==> config.mk <==
export PLATFORM = sky130hd
export DESIGN_NAME = prefetch_throttle
export DESIGN_NICKNAME = d
export VERILOG_FILES = /design/src/rtl/pt_pkg.sv /design/src/rtl/pt_lat_table.sv /design/src/rtl/pt_cong_tracker.sv /design/src/rtl/pt_acc_monitor.sv /design/src/rtl/prefetch_throttle.sv
export SDC_FILE = /design/constraint.sdc
export NUM_CORES = 1
export LEC_CHECK = 0
export BUFFER_PORTS_ARGS = -buffer_cell sky130_fd_sc_hd__buf_2
export CAP_MARGIN = 30
export CORE_MARGIN = 4
export CORE_UTILIZATION = 55
export DETAILED_ROUTE_END_ITERATION = 12
export GPL_TIMING_DRIVEN = 0
export HOLD_SLACK_MARGIN = 0.03
export MAX_ROUTING_LAYER = met4
export PLACE_DENSITY = 0.86
export SLEW_MARGIN = 10
export SYNTH_ARGS = -nofsm -noshare
export SYNTH_HDL_FRONTEND = slang
export SYNTH_SLANG_ARGS = --single-unit
==> constraint.sdc <==
create_clock -name clk -period 3.45 [get_ports clk]
set_input_delay 0.345 -clock clk [delete_from_list [all_inputs] [get_ports clk]]
set_output_delay 0.345 -clock clk [all_outputs]
set_load 0.005 [all_outputs]
==> src/rtl/pt_pkg.sv <==
package pt_pkg;
  // Manhattan distance between two node IDs on a mesh MX nodes wide.
  function automatic int unsigned pt_hops(int unsigned a, int unsigned b, int unsigned mx);
    int unsigned ax, ay, bx, by, dx, dy;
    ax = a % mx; ay = a / mx;
    bx = b % mx; by = b / mx;
    dx = (ax > bx) ? ax - bx : bx - ax;
    dy = (ay > by) ? ay - by : by - ay;
    return dx + dy;
  endfunction
endpackage

==> src/rtl/pt_lat_table.sv <==
module pt_lat_table #(
  parameter int unsigned NODES    = 16,
  parameter int unsigned NODE_W   = 4,
  parameter int unsigned LAT_W    = 8,
  parameter int unsigned MESH_X   = 4,
  parameter int unsigned SELF_ID  = 5,
  parameter int unsigned BASE_LAT = 4,
  parameter int unsigned HOP_LAT  = 3
) (
  input  logic              clk,
  input  logic              rst_n,
  input  logic              cfg_we,
  input  logic [NODE_W-1:0] cfg_node,
  input  logic [LAT_W-1:0]  cfg_lat,
  input  logic [NODE_W-1:0] rd_node,
  output logic [LAT_W-1:0]  rd_lat
);
  logic [LAT_W-1:0] entry [NODES];

  for (genvar g = 0; g < NODES; g++) begin : g_entry
    localparam int unsigned INIT = BASE_LAT + pt_pkg::pt_hops(SELF_ID, g, MESH_X) * HOP_LAT;
    always_ff @(posedge clk or negedge rst_n) begin
      if (!rst_n)
        entry[g] <= LAT_W'(INIT);
      else if (cfg_we && cfg_node == NODE_W'(g))
        entry[g] <= cfg_lat;
    end
  end

  always_comb begin
    rd_lat = '0;
    for (int i = 0; i < NODES; i++)
      if (rd_node == NODE_W'(i)) rd_lat = entry[i];
  end
endmodule

==> src/rtl/pt_cong_tracker.sv <==
module pt_cong_tracker #(
  parameter int unsigned NODES        = 16,
  parameter int unsigned NODE_W       = 4,
  parameter int unsigned TS_W         = 16,
  parameter int unsigned LAT_W        = 8,
  parameter int unsigned CLEAR_PERIOD = 128
) (
  input  logic              clk,
  input  logic              rst_n,
  input  logic              arr_valid,
  input  logic [NODE_W-1:0] arr_src,
  input  logic [TS_W-1:0]   arr_ts,
  input  logic [LAT_W-1:0]  thr_lat,
  output logic [TS_W-1:0]   now,
  output logic [NODES-1:0]  cong_vec,
  output logic [NODES-1:0]  set_vec,
  output logic              clr_pulse
);
  localparam int unsigned EP_W  = (CLEAR_PERIOD > 1) ? $clog2(CLEAR_PERIOD) : 1;
  localparam int unsigned CMP_W = (TS_W > LAT_W + 1) ? TS_W : LAT_W + 1;

  logic [EP_W-1:0] epoch;
  logic [TS_W-1:0] flight;
  logic [CMP_W-1:0] flight_x, limit_x;
  logic            slow;

  always_ff @(posedge clk or negedge rst_n) begin
    if (!rst_n) now <= '0;
    else        now <= now + 1'b1;
  end

  always_ff @(posedge clk or negedge rst_n) begin
    if (!rst_n)         epoch <= '0;
    else if (clr_pulse) epoch <= '0;
    else                epoch <= epoch + 1'b1;
  end
  assign clr_pulse = (epoch == EP_W'(CLEAR_PERIOD - 1));

  // modulo subtraction handles stamps taken before the counter wrapped
  assign flight   = now - arr_ts;
  assign flight_x = CMP_W'(flight);
  assign limit_x  = CMP_W'({thr_lat, 1'b0});
  assign slow     = arr_valid && (flight_x > limit_x);

  for (genvar i = 0; i < NODES; i++) begin : g_dec
    assign set_vec[i] = slow && (arr_src == NODE_W'(i));
  end

  always_ff @(posedge clk or negedge rst_n) begin
    if (!rst_n) cong_vec <= '0;
    else        cong_vec <= (clr_pulse ? '0 : cong_vec) | set_vec;
  end
endmodule

==> src/rtl/pt_acc_monitor.sv <==
module pt_acc_monitor #(
  parameter bit          ENABLE  = 1'b1,
  parameter int unsigned ACC_W   = 6,
  parameter int unsigned ACC_THR = 12
) (
  input  logic clk,
  input  logic rst_n,
  input  logic iss_pulse,
  input  logic use_pulse,
  output logic acc_ok
);
  if (ENABLE) begin : g_on
    localparam int unsigned PW = ACC_W + 5;
    localparam logic [ACC_W-1:0] CMAX = '1;
    logic [ACC_W-1:0] iss_cnt, use_cnt, use_nx;
    logic [PW-1:0] lhs, rhs;

    assign use_nx = use_cnt + ACC_W'(use_pulse && (use_cnt < iss_cnt));

    always_ff @(posedge clk or negedge rst_n) begin
      if (!rst_n) begin
        iss_cnt <= '0;
        use_cnt <= '0;
      end else if (iss_pulse && iss_cnt == CMAX) begin
        iss_cnt <= (CMAX >> 1) + 1'b1;
        use_cnt <= use_nx >> 1;
      end else begin
        iss_cnt <= iss_cnt + ACC_W'(iss_pulse);
        use_cnt <= use_nx;
      end
    end

    assign lhs    = PW'(use_cnt) << 4;
    assign rhs    = PW'(iss_cnt) * PW'(ACC_THR);
    assign acc_ok = lhs > rhs;
  end else begin : g_off
    assign acc_ok = 1'b0;
  end
endmodule

==> src/rtl/prefetch_throttle.sv <==
module prefetch_throttle #(
  parameter int unsigned NODES        = 16,
  parameter int unsigned MESH_X       = 4,
  parameter int unsigned SELF_ID      = 5,
  parameter int unsigned TS_W         = 16,
  parameter int unsigned LAT_W        = 8,
  parameter int unsigned BASE_LAT     = 4,
  parameter int unsigned HOP_LAT      = 3,
  parameter int unsigned CLEAR_PERIOD = 128,
  parameter bit          ACC_EN       = 1'b1,
  parameter int unsigned ACC_W        = 6,
  parameter int unsigned ACC_THR      = 12,
  localparam int unsigned NODE_W      = $clog2(NODES)
) (
  input  logic              clk,
  input  logic              rst_n,
  input  logic              arr_valid,
  input  logic [NODE_W-1:0] arr_src,
  input  logic [TS_W-1:0]   arr_ts,
  input  logic              cfg_we,
  input  logic [NODE_W-1:0] cfg_node,
  input  logic [LAT_W-1:0]  cfg_lat,
  input  logic              pf_valid,
  output logic              pf_ready,
  input  logic [NODE_W-1:0] pf_target,
  input  logic              pf_demand,
  output logic              dec_valid,
  input  logic              dec_ready,
  output logic              dec_issue,
  output logic [NODE_W-1:0] dec_target,
  input  logic              use_pulse,
  output logic [TS_W-1:0]   now_cycle
);
  logic [LAT_W-1:0] thr_lat;
  logic [NODES-1:0] cong_vec, set_vec;
  logic             clr_pulse, acc_ok;
  logic             take, issue_nx, iss_pulse;

  pt_lat_table #(
    .NODES(NODES), .NODE_W(NODE_W), .LAT_W(LAT_W), .MESH_X(MESH_X),
    .SELF_ID(SELF_ID), .BASE_LAT(BASE_LAT), .HOP_LAT(HOP_LAT)
  ) u_tbl (
    .clk(clk), .rst_n(rst_n), .cfg_we(cfg_we), .cfg_node(cfg_node),
    .cfg_lat(cfg_lat), .rd_node(arr_src), .rd_lat(thr_lat)
  );

  pt_cong_tracker #(
    .NODES(NODES), .NODE_W(NODE_W), .TS_W(TS_W), .LAT_W(LAT_W),
    .CLEAR_PERIOD(CLEAR_PERIOD)
  ) u_trk (
    .clk(clk), .rst_n(rst_n), .arr_valid(arr_valid), .arr_src(arr_src),
    .arr_ts(arr_ts), .thr_lat(thr_lat), .now(now_cycle),
    .cong_vec(cong_vec), .set_vec(set_vec), .clr_pulse(clr_pulse)
  );

  pt_acc_monitor #(
    .ENABLE(ACC_EN), .ACC_W(ACC_W), .ACC_THR(ACC_THR)
  ) u_acc (
    .clk(clk), .rst_n(rst_n), .iss_pulse(iss_pulse),
    .use_pulse(use_pulse), .acc_ok(acc_ok)
  );

  assign pf_ready  = !dec_valid || dec_ready;
  assign take      = pf_valid && pf_ready;
  assign issue_nx  = pf_demand || !cong_vec[pf_target] || acc_ok;
  assign iss_pulse = take && !pf_demand && issue_nx;

  always_ff @(posedge clk or negedge rst_n) begin
    if (!rst_n) begin
      dec_valid  <= 1'b0;
      dec_issue  <= 1'b0;
      dec_target <= '0;
    end else if (take) begin
      dec_valid  <= 1'b1;
      dec_issue  <= issue_nx;
      dec_target <= pf_target;
    end else if (dec_ready) begin
      dec_valid  <= 1'b0;
    end
  end
endmodule

==> out/qor.csv, run 1 <==
metric,value,unit
clk sinks,185,
clock network latency to the later pin of the worst-skew pair,0.45,ns
clock network fraction of total power,0.318,
All-Layer GR Usage,0.246,
post-synthesis cell type count,63,
detailed placement HPWL,16300,um
ys flop type,dfrtp_1,
max_slew headroom,0.360,
fin cells,1243,
Crit. End Element,register,
Util after Layout,0.665,
main combinational cell family by area after synthesis,multiplexers,
Max Freq,281,MHz
area share of the largest cell type after synthesis,0.368,
Initial Utilization,0.558,
Synth Area in Compound Gates,0.113,
Worst path max stage delay,0.37,ns
setup repair after global routing missed its margin,true,
"Reg clk slew, reported paths",0.06,ns
Worst Max-Slew Pin Slew,0.957,ns
Synth Area in XOR/XNOR,0.0324,
clock tree buffer depth,2,
num ports,67,
nets,1093,
DR DRC count,0,
leading area contributor after synthesis,dfrtp_1,
worst path required time,3.78,ns
endpoints failing hold,0,
register share of total power,0.440,
Worst Path Max Fanout,10,
maximum vdd drop,0.000418,V
final setup vio count,26,
Post-Synth Simple-Gate Area,0.106,
Slowest cell on crit path,or3_1,
dominant cell by count in the synthesized netlist,dfrtp_1,
cells along the critical path,clkbuf_4 -> buf_4 -> nor2_2 -> clkbuf_2 -> a221oi_1 -> o311ai_1 -> o221ai_1 -> ha_1 -> or3_1 -> a221oi_2 -> a21o_1 -> o2111ai_2 -> nor4_4 -> buf_4 -> o21ai_2,
drt total wl,24300,um
CTS Buf Count,17,
PD cells,562,nW/um2
sw frac,0.298,
Synth top cells by count,"dfrtp_1, mux2_2, nand2_1, ha_1",
antenna-violating nets left,0,
mux cell area share after synthesis,0.189,
P_sw,0.00199,W
CTS root buffer,clkbuf_16,
asr flop ratio synth,1.00,
"EDFF count, synth",0,
WL/cell,19.6,um
Mapped Cells,885,
DR vias,7524,
PnR worst setup slack,-0.114,ns
Worst Path Arrival,3.89,ns
htree depth,4,
share of layout cells above drive strength 1,0.390,
violated checks,setup timing,
fin crit share,1.03,
Startpoint Class,input pin,
router iterations before antenna repair,5,
CTS tree,done,
status,"complete, but fails checks",
fillcell total,1304,
Area after DPL,10700,um2
Syn. warnings,0,
first-pass GRT wire length,38600,um
total of max-cap violations,0,
Lkg Pwr,5.23,nW
die height,143,um
largest net degree at the start of global routing,97,
Worst Setup Path Type,in -> reg,
Avg Inst Size Synth,11.3,um2
initial drt markers,559,
antenna cells,0,
Avg Vias per Cell,6.05,
Layout area overhead,19.2,%
IO buf count,64,
setup skew after layout,0.0128,ns
combinational share of power,0.241,
Total Power,0.00669,W
die area,20400,um2
Cell Int Power,0.00470,W
row count,49,
minimum clock period,3.56,ns
total core area,17900,um2
Synthesized Nets,977,
worst path bufs/invs,4,
worst min path class,in -> reg,
placed cells,1180,
slack of the worst reg-to-reg path,-0.11,ns
critical path's most frequent cell,buf_4,
dominant cells by area after synthesis,"dfrtp_1, mux2_2, dfstp_2",
initial antenna violation count,0,
GPL Wtd Cong,0.879,
post-synthesis adder-cell area fraction,0.0616,
Mapped Area,9990,um2
grt ovf,0,
Synth Register Bits,185,
chip width,143,um
Top delay family on crit path,compound AO/OA/AOI/OAI gates,
register area share after synthesis,0.468,
Max Slew Vio Count,0,
vias in the first global route,7656,
Final Cell Area,11900,um2
==> routing by layer <==
layer  wire, um  GRT usage
met1       9930      0.309
met2      12200      0.395
met4        739     0.0955
met5          0          -
met3       1510     0.0486
==> worst paths after layout <==
kind | from | endpoint | cells after the start
min in group asynchronous | rst_n | u_trk.now[10] | 2
max in group asynchronous | rst_n | u_tbl.entry[107] | 3
setup reg to reg | u_trk.now[0] | u_trk.cong_vec[0] | 16
hold reg to reg | u_trk.epoch[4] | u_trk.epoch[4] | 1
setup / recovery | arr_src[0] | u_trk.cong_vec[0] | 15
hold / removal | pf_valid | dec_valid | 2
==> through the flow <==
step	setup slack, ns	hold slack (ns)	setup TNS, ns
after floorplan	0.00145	0.0494	0
after detailed placement	-1.30	0.430	-21.37
final	-0.114	0.127	-1.91
after global placement	-1.17	0.453	-147.92
after global routing	-0.211	0.147	-5.02
after CTS	-0.176	0.117	-2.50
==> final cells by class <==
class                   instances  area (um2)  share of cell area
multi-input cells             626        5330               0.447
flip-flops and latches        185        4680               0.393
repair buffers                 98         632              0.0531
clock buffers                  18         439              0.0369
well taps                     229         287              0.0241
plain buffers                  39         213              0.0179
clock inverters                14         204              0.0171
inverters                      34         128              0.0107
==> repair_timing <==
item                       CTS  global route
setup endpoints to repair   28            28
hold endpoints to repair    86             0
buffers inserted            17            11
hold buffers                 1             0
pin swaps                   30            38
gates cloned                 1             0
gates resized for setup     54            54
==> registers in the layout (all words and copies together) (netlist names) <==
| name | cells |
|---|---|
| dec_issue | 1 |
| dec_target | 4 |
| dec_valid | 1 |
| u_acc.g_on.iss_cnt | 6 |
| u_acc.g_on.use_cnt | 6 |
| u_tbl.entry | 128 |
| u_trk.cong_vec | 16 |
| u_trk.epoch | 7 |
| u_trk.now | 16 |
==> kinds of logic after synthesis <==
| group | count (synthesis) |
|---|---|
| AO/OA/AOI/OAI | 170 |
| XOR/XNOR | 37 |
| adder cells (fa/ha/maj) | 48 |
| buffers and inverters | 74 |
| flip-flops | 185 |
| multiplexers | 157 |
| AND/OR/NAND/NOR | 214 |
==> cell usage in the layout (no fill, tap or decap), types with 8 or more instances in the layout <==
cell	count
dfrtp_1	144
nor2b_1	9
nand2b_1	13
buf_2	64
xnor2_1	20
clkbuf_16	17
a221oi_1	8
a21oi_1	29
xor2_1	16
nand2_1	67
dfstp_2	38
nand3_1	28
inv_1	32
nor2_1	41
o21ai_2	14
ha_1	40
mux2_2	141
o21a_1	10
o21ai_0	23
buf_4	29
a21o_1	8
clkbuf_1	21
==> power by group through the flow <==
stage                     sequential, W  clock [W]  combinational (W)
after floorplan                 0.00288          0            0.00101
after global placement          0.00294          0            0.00125
after detailed placement        0.00297          0            0.00133
after CTS                       0.00292    0.00215            0.00151
after global routing            0.00299    0.00225            0.00178
final                           0.00295    0.00213            0.00161
No activity file was read; power rests on OpenSTA's default activity.
==> run 2, diff against run 1 <==
CAP_MARGIN = not set   (was 30)
CORE_UTILIZATION = 30   (was 55)
PLACE_DENSITY = 0.57   (was 0.86)
SETUP_SLACK_MARGIN = 0.5   (was not set)
==> run 2 against run 1 <==
The flow now finishes without violations. Worst setup slack better by 0.12 ns. Worst hold slack better by 0.00092 ns. Die area is 78% higher. Clock power is 7% lower. Largest cell class unchanged. Routed wire length is 4.1% higher. Count of clock-buffer cells in the layout is 1 lower. Register-to-register slack better by 0.15 ns. Clock skew is 0.0016 ns higher.
==> out/qor.csv, run 2 (same netlist as run 1, synthesis figures left out) <==
metric,value,unit
die area,36300,um2
CTS root buffer,clkbuf_16,
Lkg Pwr,5.25,nW
CTS tree,done,
CTS Buf Count,17,
Initial Utilization,0.305,
most frequent cells in the layout,"dfrtp_1, mux2_2, nand2_1",
worst path bufs/invs,4,
total of max-cap violations,0,
clock network latency to the later pin of the worst-skew pair,0.45,ns
DR vias,7251,
status,"finished, final reports clean",
setup repair after global routing missed its margin,true,
Layout area overhead,22.5,%
largest net degree at the start of global routing,94,
max_slew headroom,0.271,
Worst Setup Path Type,in -> reg,
Avg Vias per Cell,4.97,
drt total wl,25300,um
final setup vio count,0,
Max Slew Vio Count,0,
Worst path max stage delay,0.39,ns
Top delay family on crit path,compound AO/OA/AOI/OAI gates,
DR DRC count,0,
Total Power,0.00657,W
Regs by FF count,"u_tbl.entry x128, u_trk.cong_vec x16, u_trk.now x16",
Biggest register,u_tbl.entry,
die height,190,um
nets,1094,
max reg flops,128,
minimum clock period,3.45,ns
PD cells,537,nW/um2
vias in the first global route,7319,
Slowest cell on crit path,o311ai_0,
setup skew after layout,0.0144,ns
fin crit share,0.999,
PnR worst setup slack,0.00274,ns
IO buf count,64,
critical path's most frequent cell,clkbuf_4,
worst min path class,in -> reg,
router iterations before antenna repair,4,
detailed placement HPWL,17900,um
worst path required time,3.78,ns
chip width,190,um
antenna-violating nets left,0,
GPL Wtd Cong,0.812,
clk sinks,185,
Worst Path Arrival,3.78,ns
Worst Path Max Fanout,10,
first-pass GRT wire length,40400,um
grt ovf,0,
cells along the critical path,buf_2 -> clkbuf_4 -> clkbuf_4 -> a22oi_1 -> a211oi_1 -> a221oi_1 -> o311ai_0 -> o221ai_1 -> ha_1 -> nand2_2 -> a21oi_2 -> a221oi_2 -> a21o_1 -> o2111ai_2 -> nor4_4 -> buf_4 -> o21ai_1,
WL/cell,17.4,um
initial antenna violation count,1,
total core area,32700,um2
row count,66,
Max Freq,290,MHz
maximum vdd drop,0.000375,V
initial drt markers,359,
"commonest non-fill, non-tap cell in the layout",dfrtp_1,
htree depth,4,
share of layout cells above drive strength 1,0.389,
"Reg clk slew, reported paths",0.08,ns
num ports,67,
Worst Max-Slew Pin Slew,1.09,ns
pre-CTS WS,-0.903,ns
All-Layer GR Usage,0.145,
Crit. End Element,register,
Startpoint Class,input pin,
endpoints failing hold,0,
clock tree buffer depth,2,
-- run 2: report_power, final --
group	switching (W)	internal, W	leakage, nW
registers	0.000286	0.00266	2.14
logic	0.000758	0.000873	2.83
clock network	0.00101	0.000980	0.284
total	0.00206	0.00451	5.25
-- run 2: through the flow --
| stage | utilization | cell area, um2 | setup TNS [ns] | cells | hold slack (ns) |
|---|---|---|---|---|---|
| after floorplan | - | 10200 | 0 | 885 | 0.0494 |
| after global placement | 0.338 | 11000 | -184.86 | 1391 | 0.454 |
| after detailed placement | 0.340 | 11100 | -13.76 | 1393 | 0.222 |
| after CTS | 0.369 | 12100 | -2.01 | 1450 | 0.111 |
| after global routing | 0.374 | 12200 | -3.29 | 1458 | 0.125 |
| final | 0.374 | 12200 | 0 | 1458 | 0.128 |
-- run 2: routing by layer --
| metal | GRT usage | wire (um) | up-vias | part of all wire |
|---|---|---|---|---|
| met3 | 0.0278 | 1060 | 25 | 0.042 |
| met5 | - | 0 | - | 0 |
| met1 | 0.190 | 11700 | 3639 | 0.46 |
| met4 | 0.0309 | 352 | 0 | 0.014 |
| met2 | 0.235 | 12200 | 113 | 0.48 |
| li1 | - | - | 3474 | - |
-- run 2: final cells by class --
cell class	count	area, um2
antenna	1	2.50
buffer	40	256
clock buffer	17	425
clock inverter	15	176
fill	3212	20500
inverter	34	128
multi-input combinational	626	5340
sequential	185	4680
tap	442	553
timing repair buffer	98	673
-- run 2: worst reg2reg max path: stages, from the launching register on --
cell and delay [ns]:
dfrtp_1 0.39, mux4_2 0.50, nand2_1 0.08, o21ai_1 0.07
o22ai_1 0.27, a21oi_1 0.13, a221oi_1 0.24, ha_1 0.29
o21ai_1 0.15, a21oi_2 0.09, a221oi_2 0.21, a21o_1 0.17
o2111ai_2 0.13, nor4_4 0.28, buf_4 0.23, o21ai_1 0.06
-- run 2: timing repair --
action | in CTS | in global routing
buffers inserted | 23 | 7
cloned | 1 | 0
endpoints found under the hold margin | 28 | 0
pin swaps | 42 | 17
gates resized for setup | 48 | 25
hold buffers | 1 | 0
endpoints found under the setup margin | 28 | 29
-- run 2: path summary, 6_finish.rpt --
kind / from / endpoint / slack, ns / depth (start not counted)
setup / recovery: arr_src[1] / u_trk.cong_vec[4] / 0.003 / 17
hold / removal: pf_valid / dec_valid / 0.13 / 2
setup reg to reg: u_tbl.entry[100] / u_trk.cong_vec[4] / 0.04 / 15
hold reg to reg: u_trk.now[0] / u_trk.now[0] / 0.47 / 1
max in group asynchronous: rst_n / u_tbl.entry[34] / 2.00 / 4
min in group asynchronous: rst_n / u_acc.g_on.use_cnt[3] / 0.34 / 2
